## src/rtl/aux_pkg.sv

```systemverilog
package aux_pkg;

  localparam int unsigned CNT_FIELD_W = 5;
  localparam int unsigned RX_ERR_W    = 5;
  localparam int unsigned ERR_W       = RX_ERR_W + 1;

  localparam logic [2:0] A_CTRL = 3'd0;
  localparam logic [2:0] A_DATA = 3'd1;
  localparam logic [2:0] A_STAT = 3'd2;
  localparam logic [2:0] A_ACK  = 3'd3;
  localparam logic [2:0] A_TMO  = 3'd4;

  localparam int unsigned CTRL_GO_BIT   = 8;
  localparam int unsigned CTRL_HOLD_BIT = 12;

  typedef enum logic [1:0] {
    ST_IDLE = 2'd0,
    ST_SEND = 2'd1,
    ST_WAIT = 2'd2
  } seq_state_t;

  // A request count is legal when it is non-zero and fits the header plus payload limit.
  function automatic logic count_refused(input logic [CNT_FIELD_W-1:0] cnt,
                                         input logic [CNT_FIELD_W-1:0] max_req);
    return (cnt == '0) || (cnt > max_req);
  endfunction

  function automatic logic [3:0] reply_code(input logic [7:0] ack_byte);
    return ack_byte[7:4];
  endfunction

  function automatic logic [31:0] pack_status(input logic done, input logic busy,
                                              input logic tmo, input logic rej,
                                              input logic [ERR_W-1:0] err,
                                              input logic [3:0] code,
                                              input logic [4:0] cnt);
    logic [31:0] w;
    w        = '0;
    w[0]     = done;
    w[1]     = busy;
    w[2]     = tmo;
    w[3]     = rej;
    w[9:4]   = err;
    w[23:20] = code;
    w[28:24] = cnt;
    return w;
  endfunction

endpackage

```

## src/rtl/aux_byte_buf.sv

```systemverilog
module aux_byte_buf #(
  parameter int unsigned DEPTH = 20,
  localparam int unsigned PW = $clog2(DEPTH + 1),
  localparam int unsigned IW = (DEPTH > 1) ? $clog2(DEPTH) : 1
) (
  input  logic          clk,
  input  logic          rst_n,
  input  logic          clr,
  input  logic          rewind,
  input  logic          push,
  input  logic [7:0]    din,
  input  logic          pop,
  output logic [7:0]    dout,
  output logic [7:0]    head,
  output logic [PW-1:0] level,
  output logic          overflow
);

  logic [7:0]    mem [DEPTH];
  logic [PW-1:0] wptr_q, rptr_q;
  logic          full, empty, do_push, do_pop;

  assign full     = (wptr_q == PW'(DEPTH));
  assign empty    = (rptr_q == wptr_q);
  assign do_push  = push && !full && !clr;
  assign do_pop   = pop && !empty && !clr && !rewind;
  assign overflow = push && full && !clr;
  assign level    = wptr_q;
  assign dout     = empty ? 8'h00 : mem[rptr_q[IW-1:0]];
  assign head     = (wptr_q == '0) ? 8'h00 : mem[0];

  always_ff @(posedge clk) begin
    if (do_push) mem[wptr_q[IW-1:0]] <= din;
  end

  always_ff @(posedge clk or negedge rst_n) begin
    if (!rst_n) begin
      wptr_q <= '0;
      rptr_q <= '0;
    end else if (clr) begin
      wptr_q <= '0;
      rptr_q <= '0;
    end else begin
      if (do_push) wptr_q <= wptr_q + 1'b1;
      if (rewind) rptr_q <= '0;
      else if (do_pop) rptr_q <= rptr_q + 1'b1;
    end
  end

  // the fill level never passes the buffer size, even under excess pushes
  a_r8_level_bounded: assert property (@(posedge clk) disable iff (!rst_n)
    overflow |=> (wptr_q == PW'(DEPTH)));

  // the read position never runs ahead of the stored bytes
  a_r6_read_behind_write: assert property (@(posedge clk) disable iff (!rst_n)
    rptr_q <= wptr_q);

endmodule

```

## src/rtl/aux_seq.sv

```systemverilog
module aux_seq
  import aux_pkg::*;
#(
  parameter int unsigned MAX_REQ = 20,
  parameter int unsigned TMO_W   = 16
) (
  input  logic                   clk,
  input  logic                   rst_n,
  input  logic                   go_req,
  input  logic [CNT_FIELD_W-1:0] go_cnt,
  input  logic                   ack_req,
  input  logic [TMO_W-1:0]       tmo_limit,
  input  logic                   tx_ready,
  input  logic                   rx_valid,
  input  logic                   rx_last,
  input  logic [RX_ERR_W-1:0]    rx_err,
  input  logic                   rx_ovf,
  output logic                   tx_valid,
  output logic                   tx_pop,
  output logic                   rx_push,
  output logic                   clr_tx,
  output logic                   clr_rx,
  output logic                   go_accept,
  output logic                   go_reject,
  output logic                   tmo_evt,
  output logic                   busy,
  output logic                   done,
  output logic                   tmo_flag,
  output logic                   rej_flag,
  output logic [ERR_W-1:0]       err_flags
);

  localparam logic [CNT_FIELD_W-1:0] MAX_CNT = CNT_FIELD_W'(MAX_REQ);

  seq_state_t             state_q;
  logic [CNT_FIELD_W-1:0] cnt_q, sent_q;
  logic [TMO_W-1:0]       timer_q;
  logic                   done_q, tmo_q, rej_q;
  logic [ERR_W-1:0]       err_q;
  logic                   idle, last_tx, reply_end, finish;

  assign idle      = (state_q == ST_IDLE);
  assign go_accept = go_req && idle && !count_refused(go_cnt, MAX_CNT);
  assign go_reject = go_req && idle &&  count_refused(go_cnt, MAX_CNT);
  assign tx_valid  = (state_q == ST_SEND);
  assign tx_pop    = tx_valid && tx_ready;
  assign last_tx   = tx_pop && (sent_q == cnt_q - 1'b1);
  assign rx_push   = (state_q == ST_WAIT) && rx_valid;
  assign reply_end = rx_push && rx_last;
  assign tmo_evt   = (state_q == ST_WAIT) && !rx_valid && (timer_q == tmo_limit);
  assign finish    = reply_end || tmo_evt;
  assign clr_rx    = go_accept || tmo_evt;
  assign clr_tx    = finish || go_reject;
  assign busy      = !idle;
  assign done      = done_q;
  assign tmo_flag  = tmo_q;
  assign rej_flag  = rej_q;
  assign err_flags = err_q;

  always_ff @(posedge clk or negedge rst_n) begin
    if (!rst_n) begin
      state_q <= ST_IDLE;
      cnt_q   <= '0;
      sent_q  <= '0;
      timer_q <= '0;
      done_q  <= 1'b0;
      tmo_q   <= 1'b0;
      rej_q   <= 1'b0;
      err_q   <= '0;
    end else begin
      if (ack_req) done_q <= 1'b0;
      unique case (state_q)
        ST_IDLE: begin
          if (go_accept) begin
            state_q <= ST_SEND;
            cnt_q   <= go_cnt;
            sent_q  <= '0;
            done_q  <= 1'b0;
            tmo_q   <= 1'b0;
            rej_q   <= 1'b0;
            err_q   <= '0;
          end else if (go_reject) begin
            done_q  <= 1'b1;
            rej_q   <= 1'b1;
            tmo_q   <= 1'b0;
            err_q   <= '0;
          end
        end
        ST_SEND: begin
          if (tx_pop) sent_q <= sent_q + 1'b1;
          if (last_tx) begin
            state_q <= ST_WAIT;
            timer_q <= '0;
          end
        end
        ST_WAIT: begin
          if (rx_push) begin
            timer_q <= '0;
            err_q   <= err_q | {rx_ovf, rx_err};
          end else if (!tmo_evt) begin
            timer_q <= timer_q + 1'b1;
          end
          if (finish) begin
            state_q <= ST_IDLE;
            done_q  <= 1'b1;
            tmo_q   <= tmo_evt;
          end
        end
        default: state_q <= ST_IDLE;
      endcase
    end
  end

  // a refused GO leaves the engine idle with DONE raised and nothing offered
  a_r3_refused_go_idle: assert property (@(posedge clk) disable iff (!rst_n)
    go_reject |=> (idle && done_q && rej_q && !tx_valid));

  // a GO arriving mid-transaction leaves the latched count alone
  a_r4_busy_go_ignored: assert property (@(posedge clk) disable iff (!rst_n)
    (go_req && busy) |=> $stable(cnt_q));

  // DONE persists until acknowledged or replaced by a new transaction
  a_r9_done_sticky: assert property (@(posedge clk) disable iff (!rst_n)
    (done_q && !ack_req && !go_accept) |=> done_q);

  // the timeout flag never rises without DONE
  a_r7_timeout_with_done: assert property (@(posedge clk) disable iff (!rst_n)
    $rose(tmo_q) |-> done_q);

endmodule

```

## src/rtl/aux_txn_engine.sv

```systemverilog
module aux_txn_engine
  import aux_pkg::*;
#(
  parameter int unsigned HDR_BYTES   = 4,
  parameter int unsigned MAX_PAYLOAD = 16,
  parameter int unsigned TMO_W       = 16,
  parameter int unsigned TMO_RESET   = 1000,
  localparam int unsigned MAX_REQ    = HDR_BYTES + MAX_PAYLOAD,
  localparam int unsigned RX_DEPTH   = MAX_PAYLOAD + 1,
  localparam int unsigned RX_PW      = $clog2(RX_DEPTH + 1),
  localparam int unsigned TX_PW      = $clog2(MAX_REQ + 1)
) (
  input  logic        clk,
  input  logic        rst_n,
  input  logic        reg_wr,
  input  logic        reg_rd,
  input  logic [2:0]  reg_addr,
  input  logic [31:0] reg_wdata,
  output logic [31:0] reg_rdata,
  output logic        tx_valid,
  input  logic        tx_ready,
  output logic [7:0]  tx_data,
  input  logic        rx_valid,
  input  logic [7:0]  rx_data,
  input  logic        rx_last,
  input  logic [4:0]  rx_err
);

  logic             hold_q;
  logic [TMO_W-1:0] tmo_q;
  logic             wr_ctrl, go_req, ack_req, tx_push, rx_pop;
  logic             tx_pop, rx_push, clr_tx, clr_rx, go_accept, go_reject, tmo_evt;
  logic             busy, done, tmo_flag, rej_flag, rx_ovf;
  logic [ERR_W-1:0] err_flags;
  logic [7:0]       rx_dout, rx_head, tx_head_unused;
  logic [RX_PW-1:0] rx_level;
  logic [TX_PW-1:0] tx_level_unused;
  logic             tx_ovf_unused;
  logic [3:0]       code;
  logic             unused_wbits;

  assign wr_ctrl = reg_wr && (reg_addr == A_CTRL);
  assign go_req  = wr_ctrl && reg_wdata[CTRL_GO_BIT];
  assign ack_req = reg_wr && (reg_addr == A_ACK) && reg_wdata[0];
  assign tx_push = reg_wr && (reg_addr == A_DATA) && !busy;
  assign rx_pop  = reg_rd && (reg_addr == A_DATA) && !hold_q;
  assign unused_wbits = ^{reg_wdata[31:16], tx_head_unused, tx_level_unused, tx_ovf_unused};

  always_ff @(posedge clk or negedge rst_n) begin
    if (!rst_n) begin
      hold_q <= 1'b0;
      tmo_q  <= TMO_W'(TMO_RESET);
    end else begin
      if (wr_ctrl) hold_q <= reg_wdata[CTRL_HOLD_BIT];
      if (reg_wr && (reg_addr == A_TMO)) tmo_q <= reg_wdata[TMO_W-1:0];
    end
  end

  aux_byte_buf #(.DEPTH(MAX_REQ)) u_tx_buf (
    .clk      (clk),
    .rst_n    (rst_n),
    .clr      (clr_tx),
    .rewind   (go_accept),
    .push     (tx_push),
    .din      (reg_wdata[7:0]),
    .pop      (tx_pop),
    .dout     (tx_data),
    .head     (tx_head_unused),
    .level    (tx_level_unused),
    .overflow (tx_ovf_unused)
  );

  aux_byte_buf #(.DEPTH(RX_DEPTH)) u_rx_buf (
    .clk      (clk),
    .rst_n    (rst_n),
    .clr      (clr_rx),
    .rewind   (1'b0),
    .push     (rx_push),
    .din      (rx_data),
    .pop      (rx_pop),
    .dout     (rx_dout),
    .head     (rx_head),
    .level    (rx_level),
    .overflow (rx_ovf)
  );

  aux_seq #(.MAX_REQ(MAX_REQ), .TMO_W(TMO_W)) u_seq (
    .clk       (clk),
    .rst_n     (rst_n),
    .go_req    (go_req),
    .go_cnt    (reg_wdata[CNT_FIELD_W-1:0]),
    .ack_req   (ack_req),
    .tmo_limit (tmo_q),
    .tx_ready  (tx_ready),
    .rx_valid  (rx_valid),
    .rx_last   (rx_last),
    .rx_err    (rx_err),
    .rx_ovf    (rx_ovf),
    .tx_valid  (tx_valid),
    .tx_pop    (tx_pop),
    .rx_push   (rx_push),
    .clr_tx    (clr_tx),
    .clr_rx    (clr_rx),
    .go_accept (go_accept),
    .go_reject (go_reject),
    .tmo_evt   (tmo_evt),
    .busy      (busy),
    .done      (done),
    .tmo_flag  (tmo_flag),
    .rej_flag  (rej_flag),
    .err_flags (err_flags)
  );

  assign code = reply_code(rx_head);

  always_comb begin
    unique case (reg_addr)
      A_CTRL:  reg_rdata = {19'b0, hold_q, 12'b0};
      A_DATA:  reg_rdata = {16'b0, rx_dout, 8'b0};
      A_STAT:  reg_rdata = pack_status(done, busy, tmo_flag, rej_flag, err_flags,
                                       code, 5'(rx_level));
      A_TMO:   reg_rdata = 32'(tmo_q);
      default: reg_rdata = 32'b0;
    endcase
  end

  // a stalled request byte stays offered and unchanged
  a_r2_stall_holds_byte: assert property (@(posedge clk) disable iff (!rst_n)
    (tx_valid && !tx_ready) |=> (tx_valid && $stable(tx_data)));

  // a timeout leaves an empty reply buffer and DONE set
  a_r7_timeout_empties: assert property (@(posedge clk) disable iff (!rst_n)
    tmo_evt |=> (rx_level == '0) && done);

  // reply bytes outside the waiting phase are not stored
  a_r11_stray_rx_dropped: assert property (@(posedge clk) disable iff (!rst_n)
    (!busy && rx_valid && !go_accept) |=> $stable(rx_level));

  // an accepted GO starts from an empty reply buffer
  a_r10_go_clears_reply: assert property (@(posedge clk) disable iff (!rst_n)
    go_accept |=> (rx_level == '0) && busy && !done);

endmodule

```

## config.mk

```make
export PLATFORM = sky130hd
export DESIGN_NAME = aux_txn_engine
export DESIGN_NICKNAME = d
export VERILOG_FILES = /design/src/rtl/aux_pkg.sv /design/src/rtl/aux_byte_buf.sv /design/src/rtl/aux_seq.sv /design/src/rtl/aux_txn_engine.sv
export SDC_FILE = /design/constraint.sdc
export NUM_CORES = 1
export LEC_CHECK = 0
export CORE_MARGIN = 4
export CORE_UTILIZATION = 30
export DETAILED_ROUTE_END_ITERATION = 8
export GPL_TIMING_DRIVEN = 0
export HOLD_SLACK_MARGIN = 0.05
export PLACE_DENSITY = 0.52
export SLEW_MARGIN = 10
export SYNTH_ARGS = -nofsm -noshare
export SYNTH_HDL_FRONTEND = slang
export SYNTH_SLANG_ARGS = --single-unit
```

## constraint.sdc

```tcl
create_clock -name clk -period 5.97 [get_ports clk]
set_input_delay 0.597 -clock clk [delete_from_list [all_inputs] [get_ports clk]]
set_output_delay 0.597 -clock clk [all_outputs]
set_load 0.03 [all_outputs]
```

==> PnR_summary.wiki <==
{| class="wikitable"
! Metric !! Value
|-
| Sum of met3 wire segment lengths after detailed routing || 1.39 mm
|-
| CTS clock-pin slew for the worst setup and hold paths || 60 ps
|-
| Number of optimization iterations in the first detailed-route pass || 5
|-
| DR WL met2 || 18.2 mm
|-
| Worst Max-Slew Pin Slew || 1170 ps
|-
| Width of the chip || 238 um
|-
| Leading cell types by total area after synthesis || sky130_fd_sc_hd__edfxtp_1, sky130_fd_sc_hd__dfrtp_1, sky130_fd_sc_hd__mux4_2
|-
| Post-detailed-route wirelength per cell || 20.5 um
|-
| Initial core utilization || 0.306
|-
| Area inside the core boundary || 0.0518 sq mm
|-
| Antenna violations before repair || 0
|-
| Site Rows || 83
|-
| Root buffer cell || sky130_fd_sc_hd__clkbuf_16
|-
| Initial DRC Count || 588
|-
| Average vias per placed instance || 4.78
|-
| Most used flip-flop cell after synthesis || sky130_fd_sc_hd__edfxtp_1
|-
| Area growth, synth to finish || 18.5%
|-
| Type of the worst min-delay path || flip-flop to flip-flop
|-
| Dpl hpwl || 25.5 mm
|-
| Post-synth design cell area || 0.0158 sq mm
|-
| Placed cell area || 0.0175 sq mm
|-
| Instance count after placement with tap cells included || 1765
|-
| Portion of the clock cycle consumed by the worst path in the final layout || 0.701
|-
| Ys Warns || 0
|-
| Post-synth ARST share || 0.200
|-
| Worst-path cell chain || buf_4, clkbuf_1, mux4_1, a22o_1, a211oi_1, nor3_1, a221o_1, clkdlybuf4s50_1
|-
| Max-slew violation count || 0
|-
| Total grt overflow || 0
|-
| Sort of element at the end of the critical path || primary output
|-
| Top library cells by usage in the layout, fill and taps aside || sky130_fd_sc_hd__edfxtp_1, sky130_fd_sc_hd__nor2_1, sky130_fd_sc_hd__clkdlybuf4s50_1
|-
| CP max FO || 10
|-
| Critical path start-end classification || flip-flop to primary output
|-
| Final Wtd Congestion || 0.802
|-
| Unique cell type count in the Yosys netlist || 64
|-
| Seq/Total Area, Yosys || 0.678
|-
| Final hold violations || 0
|-
| H-tree depth reported by CTS || 2
|-
| Residual DRC || 0
|-
| Clock latency on the worst-skew pair || 560 ps
|-
| Clock Tree Buf Depth || 3
|-
| Worst EP required || 5370 ps
|-
| Peak supply drop || 259 uV
|-
| Area of all placed cells without fillers || 0.0188 sq mm
|-
| Final antenna-violating net count || 0
|-
| Outcome || completed
|-
| Nature of the critical path startpoint || flip-flop
|-
| Overall die height || 238 um
|-
| Boundary Pins || 96
|-
| Data arrival time of the worst path || 3590 ps
|-
| Max-slew headroom at the worst pin || 0.217
|-
| Highest Clock Rate || 239 MHz
|-
| Leading cell type in the layout, fill and taps excluded || sky130_fd_sc_hd__edfxtp_1
|-
| Synthesis-stage register bit count || 370
|-
| Overall die area || 0.0566 sq mm
|-
| Met1 wire length || 17.3 mm
|-
| Worst Skew || 37.6 ps
|-
| Share of final-layout standard cells stronger than drive strength 1 || 0.157
|-
| Sink count of the clock tree || 370
|-
| EDFF count, synth || 296
|-
| Clock tree from TritonCTS || yes
|-
| Pin count of the biggest net entering global routing || 43
|-
| Number of global-route vias before repair || 9145
|-
| Power Total || 7.95 mW
|-
| Slowest cell on the critical path || sky130_fd_sc_hd__clkdlybuf4s50_1
|-
| Total number of nets in the final design || 1196
|-
| Final Instance Count excl. Fillers || 1840
|-
| Leakage Power || 6.54 nW
|-
| Final antenna diode count || 0
|-
| Number of CTS-inserted buffers || 40
|-
| Count of mapped cells out of synthesis || 1006
|-
| Wire length of the first global-routing pass || 57.3 mm
|-
| Wire length reported by the detailed router || 37.7 mm
|-
| Resize count post-CTS || 0
|-
| Top routing layer in use || met4
|-
| Max Cap Viol || 0
|-
| Final TNS setup || 0 ps
|-
| Quantity of I/O buffers inserted on ports || 72
|-
| Setup repair after global routing missed its margin || false
|-
| Delay of the slowest critical-path stage || 600 ps
|-
| Area leader, netlist || sky130_fd_sc_hd__edfxtp_1
|-
| All-Layer GR Usage || 0.132
|-
| Power density of the placed cells || 423 mW/mm^2
|-
| Final setup vio count || 0
|-
| Top-area cell type share of the netlist area || 0.561
|-
| Post-synthesis area per instance || 15.8 sq um
|-
| Final critical path time including I/O delays and setup || 4180 ps
|-
| Vias after detailed routing || 8787
|}
## state kept, by name, indices dropped and copies added (netlist names), 2 cells and up
name             count
u_rx_buf.mem       136
u_rx_buf.rptr_q      5
u_seq.state_q        2
u_tx_buf.level       5
tmo_q               16
u_tx_buf.mem       160
u_tx_buf.rptr_q      5
u_seq.timer_q       16
u_rx_buf.level       5
u_seq.sent_q         5
u_seq.cnt_q          5
u_seq.err_flags      6
## cell usage after synthesis, types with 5 or more instances
master	number
sky130_fd_sc_hd__nand2b_1	15
sky130_fd_sc_hd__nor2_1	86
sky130_fd_sc_hd__nand2_1	54
sky130_fd_sc_hd__mux2_2	27
sky130_fd_sc_hd__mux4_2	49
sky130_fd_sc_hd__nor3_1	5
sky130_fd_sc_hd__mux4_1	7
sky130_fd_sc_hd__xor2_1	22
sky130_fd_sc_hd__a22oi_1	8
sky130_fd_sc_hd__ha_1	13
sky130_fd_sc_hd__o21ai_0	19
sky130_fd_sc_hd__a211oi_1	7
sky130_fd_sc_hd__edfxtp_1	296
sky130_fd_sc_hd__nand3_1	17
sky130_fd_sc_hd__dfstp_2	6
sky130_fd_sc_hd__and2_1	17
sky130_fd_sc_hd__o31ai_1	9
sky130_fd_sc_hd__clkbuf_1	30
sky130_fd_sc_hd__a22o_1	15
sky130_fd_sc_hd__nor2b_1	13
sky130_fd_sc_hd__buf_4	14
sky130_fd_sc_hd__mux2i_1	42
sky130_fd_sc_hd__a31o_2	5
sky130_fd_sc_hd__o211ai_1	9
sky130_fd_sc_hd__buf_2	12
sky130_fd_sc_hd__nor3b_1	5
sky130_fd_sc_hd__xnor2_1	28
sky130_fd_sc_hd__a221oi_1	8
sky130_fd_sc_hd__nand4_1	16
sky130_fd_sc_hd__and3_1	6
sky130_fd_sc_hd__a21oi_1	25
sky130_fd_sc_hd__inv_1	13
sky130_fd_sc_hd__dfrtp_1	68
## kinds of logic after synthesis
family / Yosys count / share of synthesized area
multiplexers: 125 / 0.127
AO/OA/AOI/OAI: 120 / 0.0542
other: 1 / 0.000237
flip-flops: 370 / 0.678
adder cells (fa/ha/maj): 13 / 0.0103
AND/OR/NAND/NOR: 252 / 0.0789
XOR/XNOR: 50 / 0.0276
buffers and inverters: 75 / 0.0237
## stage by stage
stage | worst slack, ps | hold WS [ps] | util
3_3_place_gp | 1320 | 478 | 0.337
4_1_cts | 1680 | 498 | 0.362
6_report | 1790 | 498 | 0.362
5_1_grt | 1620 | 526 | 0.362
2_1_floorplan | 3340 | 301 | -
3_5_place_dp | 1870 | 483 | 0.337
## layout make-up
| cell class | count | area, sq um |
|---|---|---|
| inverter | 13 | 48.8 |
| tap | 680 | 851 |
| sequential | 370 | 10700 |
| clock inverter | 22 | 263 |
| clock buffer | 52 | 1050 |
| timing repair buffer | 74 | 748 |
| fill | 4892 | 33000 |
| buffer | 62 | 327 |
| multi-input combinational | 567 | 4750 |
## what timing repair did
action                     4_1_cts  5_1_grt
hold buffers                     1        0
setup endpoints to repair        0        0
hold endpoints to repair        38        0
buffers inserted                 0        0
## power breakdown
group	leakage, nW	internal [mW]	total (mW)	switching, mW
sequential	3.61	2.95	3.11	0.158
clock	0.631	1.43	2.47	1.04
combinational	2.29	1.03	2.37	1.34
## critical path, delay by kind of cell, from the launching register on
kind                   cells  cell delay [ps]
AO/OA/AOI/OAI              3              800
AND/OR/NAND/NOR            1               90
multiplexers               1              440
flip-flops                 1              340
buffers and inverters      3             1360
## layer usage
metal	vias up	global-route usage
met4	0	0.0354
li1	4102	-
met5	-	0
met3	56	0.0214
met2	154	0.218
met1	4475	0.183
## path summary, 6_finish.rpt
kind                       cells after the start          startpoint  slack, ps                  end
max                                            8  u_rx_buf.rptr_q[1]       1790         reg_rdata[9]
min                                            2  u_seq.err_flags[0]        500   u_seq.err_flags[0]
max reg2reg                                    5    u_seq.state_q[0]       2880  u_rx_buf.mem[11][4]
min reg2reg                                    2  u_seq.err_flags[0]        500   u_seq.err_flags[0]
max in group asynchronous                      3               rst_n       4730             tmo_q[9]
min in group asynchronous                      2               rst_n        570    u_seq.timer_q[13]
(Power assumes the default switching activity.)
